<file path="src/rtl/irq_aggregator.sv">
module irq_aggregator #(
  parameter int PORT_W = 4,
  parameter int VEC_W = 13,
  parameter logic [VEC_W-1:0] VECTOR = 13'h0004
) (
  input  logic              clk,
  input  logic              rst_n,
  input  logic              ext_pin,
  input  logic [PORT_W-1:0] port_in,
  input  logic              port_rd,
  input  logic              tmr0_ovf,
  input  logic              adc_done,
  input  logic              ccp_evt,
  input  logic              tmr1_ovf,
  input  logic              tmr2_evt,
  input  logic [1:0]        reg_addr,
  input  logic [7:0]        reg_wdata,
  input  logic              reg_we,
  output logic [7:0]        reg_rdata,
  input  logic              irq_ack,
  input  logic              irq_ret,
  output logic              irq_req,
  output logic              wake,
  output logic              push_ret,
  output logic              vec_load,
  output logic [VEC_W-1:0]  vec_addr
);
  logic [2:0] cflag, cen;
  logic [3:0] pflag, pen;
  logic       gen, grp, rise_sel, take_q;
  logic [2:0] pin_s;
  logic [PORT_W-1:0] port_s1, port_s2, port_ref;

  wire ext_evt = rise_sel ? (pin_s[1] & ~pin_s[2]) : (~pin_s[1] & pin_s[2]);
  wire chg_evt = (port_s2 != port_ref);
  wire [2:0] cevt = {tmr0_ovf, chg_evt, ext_evt};
  wire [3:0] pevt = {tmr2_evt, tmr1_ovf, ccp_evt, adc_done};

  wire wr_core = reg_we && (reg_addr == 2'd0);
  wire wr_pflg = reg_we && (reg_addr == 2'd1);
  wire wr_pen  = reg_we && (reg_addr == 2'd2);
  wire wr_pol  = reg_we && (reg_addr == 2'd3);

  assign wake     = (|(cflag & cen)) | (grp & (|(pflag & pen)));
  assign irq_req  = gen & wake;
  wire   take     = irq_ack & irq_req;
  assign push_ret = take_q;
  assign vec_load = take_q;
  assign vec_addr = VECTOR;

  always_ff @(posedge clk or negedge rst_n) begin
    if (!rst_n) begin
      pin_s    <= '0;
      port_s1  <= '0;
      port_s2  <= '0;
      port_ref <= '0;
    end else begin
      pin_s   <= {pin_s[1:0], ext_pin};
      port_s1 <= port_in;
      port_s2 <= port_s1;
      if (port_rd) port_ref <= port_s2;
    end
  end

  always_ff @(posedge clk or negedge rst_n) begin
    if (!rst_n) begin
      cflag    <= '0;
      cen      <= '0;
      grp      <= 1'b0;
      gen      <= 1'b0;
      pflag    <= '0;
      pen      <= '0;
      rise_sel <= 1'b1;
      take_q   <= 1'b0;
    end else begin
      cflag  <= cevt | (wr_core ? reg_wdata[2:0] : cflag);
      pflag  <= pevt | (wr_pflg ? reg_wdata[3:0] : pflag);
      take_q <= take;
      if (wr_core) begin
        cen <= reg_wdata[5:3];
        grp <= reg_wdata[6];
      end
      if (wr_pen) pen <= reg_wdata[3:0];
      if (wr_pol) rise_sel <= reg_wdata[0];
      if (take)         gen <= 1'b0;
      else if (irq_ret) gen <= 1'b1;
      else if (wr_core) gen <= reg_wdata[7];
    end
  end

  always_comb begin
    case (reg_addr)
      2'd0:    reg_rdata = {gen, grp, cen, cflag};
      2'd1:    reg_rdata = {4'b0, pflag};
      2'd2:    reg_rdata = {4'b0, pen};
      default: reg_rdata = {7'b0, rise_sel};
    endcase
  end
endmodule

</file>
<file path="config.mk">
export PLATFORM = sky130hd
export DESIGN_NAME = irq_aggregator
export DESIGN_NICKNAME = d
export VERILOG_FILES = /design/src/rtl/irq_aggregator.sv
export SDC_FILE = /design/constraint.sdc
export NUM_CORES = 1
export LEC_CHECK = 0
export BUFFER_PORTS_ARGS = -buffer_cell sky130_fd_sc_hd__buf_2
export CAP_MARGIN = 20
export CORE_ASPECT_RATIO = 0.8
export CORE_UTILIZATION = 30
export CTS_CLUSTER_DIAMETER = 50
export DETAILED_ROUTE_END_ITERATION = 12
export MAX_ROUTING_LAYER = met4
export PLACE_DENSITY = 0.55
export SLEW_MARGIN = 40
export SYNTH_ARGS = -nofsm -noshare
export SYNTH_HDL_FRONTEND = slang
export SYNTH_SLANG_ARGS = --single-unit
</file>
<file path="constraint.sdc">
create_clock -name clk -period 1.4 [get_ports clk]
set_input_delay 0.28 -clock clk [delete_from_list [all_inputs] [get_ports clk]]
set_output_delay 0.28 -clock clk [all_outputs]
set_load 0.005 [all_outputs]
</file>
Yosys cells after proc, flatten, opt, wreduce, memory -nomap -nowiden
Cells that the tools add are included.

storage, ports and cells
  logic and storage cells = 43
  register bits = 33

cells by class
  muxes and demuxes = 7
  bitwise operators = 12
  reduce and logical (&&, ||, !) cells = 8
  equality and inequality tests = 4

operators with widths
  cell                                                                   count
  8-bit case mux with 3 select lines                                     1
  1-bit AND                                                              5
  4-bit AND                                                              1
  2-bit equality test, second input constant                             2
  1-bit logical AND                                                      4
  1-bit 2-to-1 mux                                                       4
  4-bit 2-to-1 mux                                                       1
  4-bit inequality test                                                  1
  4-bit OR                                                               1
  4-bit OR reduction                                                     1
  3-bit AND                                                              1
  3-bit 2-to-1 mux                                                       1
  3-bit OR                                                               1
  3-bit nonzero test                                                     1
  3-bit OR reduction                                                     1
  2-bit by 1-bit equality test with 1-bit output, second input constant  1
  2-bit zero test                                                        1
  1-bit inverter                                                         2
  1-bit OR                                                               1

Longest topological paths before layout
  depth in word-level cells = 7
  gate-level depth with buffers = 5
  depth with buffers taken out = 3

Worst setup path before layout
OpenSTA, ideal clock, no wires.

  path type = input to register
  start point = in reg_addr[1]
  end point = reg gen
  stages on the path = 5
  path buffers = 2
  path slack = 77 ps
  arrival time = 1229 ps
  required time = 1306 ps
  path through = buf_6 -> or3b_1 -> buf_6 -> mux2i_1 -> a211oi_1

between the ends
  word-level cells in the longest chain between the ends = 3

RTL lines
  element                       line  text
  start: declaration            16    input logic [1:0] reg_addr,
  2-bit zero test               39    wire wr_core = reg_we && (reg_addr == 2'd0);
  1-bit logical AND             39
  3-bit nonzero test (no line)  n/a
  end signal: assignment        87    else if (wr_core) gen <= reg_wdata[7];
  end: declaration              30    logic gen, grp, rise_sel, take_q;

No other way between the ends.
A chain may end at the register's enable or synchronous reset.

Final worst setup path
  start point = reg cen[0]
  end point = out irq_req

between the ends
  word-level cells in the longest chain between the ends = 4

RTL lines
  element                   line  text
  start: declaration        28    logic [2:0] cflag, cen;
  start signal: assignment  80    cen <= reg_wdata[5:3];
  3-bit AND                 44    assign wake = (|(cflag & cen)) | (grp & (|(pflag & pen)));
  3-bit OR reduction        44
  1-bit OR                  44
  1-bit AND                 45    assign irq_req = gen & wake;
  end: declaration          22    output logic irq_req,

No other way between the ends.

==> flow_summary_export.csv <==
group,metric,value,unit
run_status,status,"finished with violations",
run_status,violations,"setup timing",
place,place_worst_setup_slack,-0.0905,ns
synth,syn_inst,125,
place,gp_congestion,0.795,
timing,finalCritPeriodShare,116,%
detailed_routing,wirelength,3210,microns
power_and_ir_drop,p_leak,0.000966,uW
floorplan,die_w,81.9,microns
worst_setup_path,cp_max_fo,3,
timing,clock.fmax,0.616,GHz
worst_setup_path,end_kind,"primary output",
place,portBuffers,37,
place,dp_cells,232,
floorplan,core_area,4730,sq um
layout,final_cells,243,
layout,final_nets,208,
clock_network,clock-sinks,33,
run,cap_violations,0,
grt,grt_start_max_net_pins,34,
grt,grt_pass1_vias,1069,
timing,final-setup-viol-count,5,
clock_network,cts_root_buf,"clkbuf_8",
worst_setup_path,worst_setup_path_start_kind,"flop",
detailed_routing,wl_per_cell,13.2,microns
worst_setup_path,reg2reg_setup_slack,0.11,ns
grt,grt.overflow.total,0,
clock_network,htree_levels,2,
timing,slew_viol_final,0,
timing,period_minus_slack,1.62,ns
clock_network,cts_tree,"yes",
worst_setup_path,arrival,1.34,ns
worst_setup_path,r2r-start,"cen[0]",
detailed_routing,vias_per_cell,4.49,
timing,setup_ws,-0.223,ns
detailed_routing,drtPass1Iterations,4,
detailed_routing,drt_drc_violations_left,0,
clock_network,insertion_delay,0.28,ns
synth,mappedNetlistArea,1530,sq um
power_and_ir_drop,vdd_drop_max,550,uV
grt,grt_pass1_wl,5110,microns
timing,rsz0062_at_grt,"yes",
synth,yosys.cell_types.count,29,
layout,drive_above_1_share,43.2,%
clock_network,clockBufferDepth,2,
synth,ys_ff_latch,33,
clock_network,cts_buffers,5,
floorplan,die_area,5410,sq um
grt,antenna_found_initial,0,
layout,area_growth,27.2,%
timing,hold_viol_final,0,
min_path,hp-class,"input pin to async pin",
power_and_ir_drop,p_per_area,1210,nW/um^2
floorplan,placementRows,22,
timing,skew,0.00522,ns
detailed_routing,drtIter0Drc,36,
worst_setup_path,critPathRequiredTime,1.12,ns
timing,setup_tns,-0.648,ns
grt,grt.total_usage,13.6,%
worst_setup_path,path_class,"flop to primary output",
worst_setup_path,reg2reg_depth,5,
layout,antenna_cells,0,
detailed_routing,vias,1090,
clock_network,cts.clk_slew.worst_paths,0.06,ns
floorplan,die_h,66.0,microns
synth,syn_avg_cell_area,12.3,sq um
place,hpwl,2440,microns
synth,yosysWarnings,0,
detailed_routing,ant_nets,0,
synth,yosysSeqAreaShare,53.9,%
floorplan,ios,51,
worst_setup_path,reg2reg_to,"gen",
floorplan,initial_utilization,32.4,%
cell usage in the layout, fill, tap and decap left out, drive strengths merged, types with 5 or more instances in the layout:
cell type  instances
a211o              5
mux2              13
dfrtp             32
nand2              8
mux2i              5
buf               56
conb              13
nor2               7
inv                5
clkbuf             8
layout make-up:
cell class	instances	area, sq um
Clock buffer	8	90.1
Tap cell	60	75.1
Timing Repair Buffer	56	347
Sequential cell	33	827
Multi-Input combinational cell	81	593
Fill cell	466	2780
Inverter	5	18.8
synth_stat cells (all sizes together):
library cell  instances  area, sq um
nand3                 3         15.0
buf                  17          139
inv                   5         18.8
nor4                  1         6.26
a21boi                1         7.51
xor2                  4         35.0
and2                  4         25.0
conb                  2         7.51
dfrtp                32          801
mux2i                 5         50.1
o21ai                 4         20.0
nor2b                 1         6.26
dfstp                 1         26.3
and3                  1         6.26
a211o                 5         43.8
mux4                  1         26.3
mux2                 13          161
nand2                 8         30.0
o2111a                1         11.3
a211oi                1         7.51
nor2                  7         26.3
a22o                  2         17.5
or3b                  1         8.76
a21oi                 1         5.00
a222oi                1         10.0
nand3b                2         15.0
o211ai                1         7.51
worst max path at each step:
stage	startpoint	end	slack [ns]
after global routing	cen[0]	irq_req	-0.28
after floorplan	reg_addr[1]	gen	0.08
after global placement	pflag[0]	irq_req	-0.07
final	cen[0]	irq_req	-0.22
after CTS	cflag[0]	irq_req	-0.25
after detailed placement	pflag[0]	irq_req	-0.09
logic make-up (layout without fill, tap and decap cells):
group / after synthesis / count (layout) / share of synthesized area, %
AND/OR/NAND/NOR: 28 / 28 / 9.05
multiplexers: 19 / 19 / 15.5
XOR/XNOR: 4 / 4 / 2.28
buffers and inverters: 22 / 69 / 10.3
flip-flops: 33 / 33 / 53.9
AO/OA/AOI/OAI: 17 / 17 / 8.48
other: 2 / 13 / 0.490
worst max-delay path, stage by stage, from the launching register on:
cell and delay (ns):
dfrtp_1 0.40, a222oi_1 0.32, buf_4 0.18, a21boi_1 0.05, buf_2 0.12
power breakdown:
| group | switching (uW) | internal, uW |
|---|---|---|
| sequential | 81.2 | 1070 |
| combinational | 203 | 287 |
| clock | 319 | 400 |
| total | 603 | 1750 |
routing by layer:
| layer | global-route usage (%) | share of wire, % | vias up |
|---|---|---|---|
| met2 | 18.5 | 45 | 33 |
| met1 | 18.2 | 48 | 533 |
| met4 | 7.89 | 1.8 | 0 |
| met5 | - | 0 | - |
| li1 | - | - | 519 |
| met3 | 3.59 | 5.7 | 5 |
through the flow:
step / hold WS (ns) / instance area [sq um] / total power, uW / utilization, %
floorplan: -0.0156 / 1580 / 1410 / -
global placement: 0.324 / 1820 / 1600 / 38.4
detailed placement: 0.336 / 1820 / 1610 / 38.4
CTS: 0.0252 / 1940 / 2380 / 41.0
global route: 0.0386 / 1950 / 2500 / 41.2
finish: 0.0153 / 1950 / 2360 / 41.2
what timing repair did:
item	4_1_cts	5_1_grt
hold buffers	0	0
endpoints found under the setup margin	7	7
pin swaps	4	4
buffers inserted	4	2
resized for setup	11	3
registers in the layout, summed over array words and instances (netlist names):
register and flops:
grp 1, pin_s 3, pen 4, port_s1 4
push_ret 1, rise_sel 1, port_ref 4, cflag 3
port_s2 4, gen 1, pflag 4, cen 3
(Power assumes the default switching activity.)
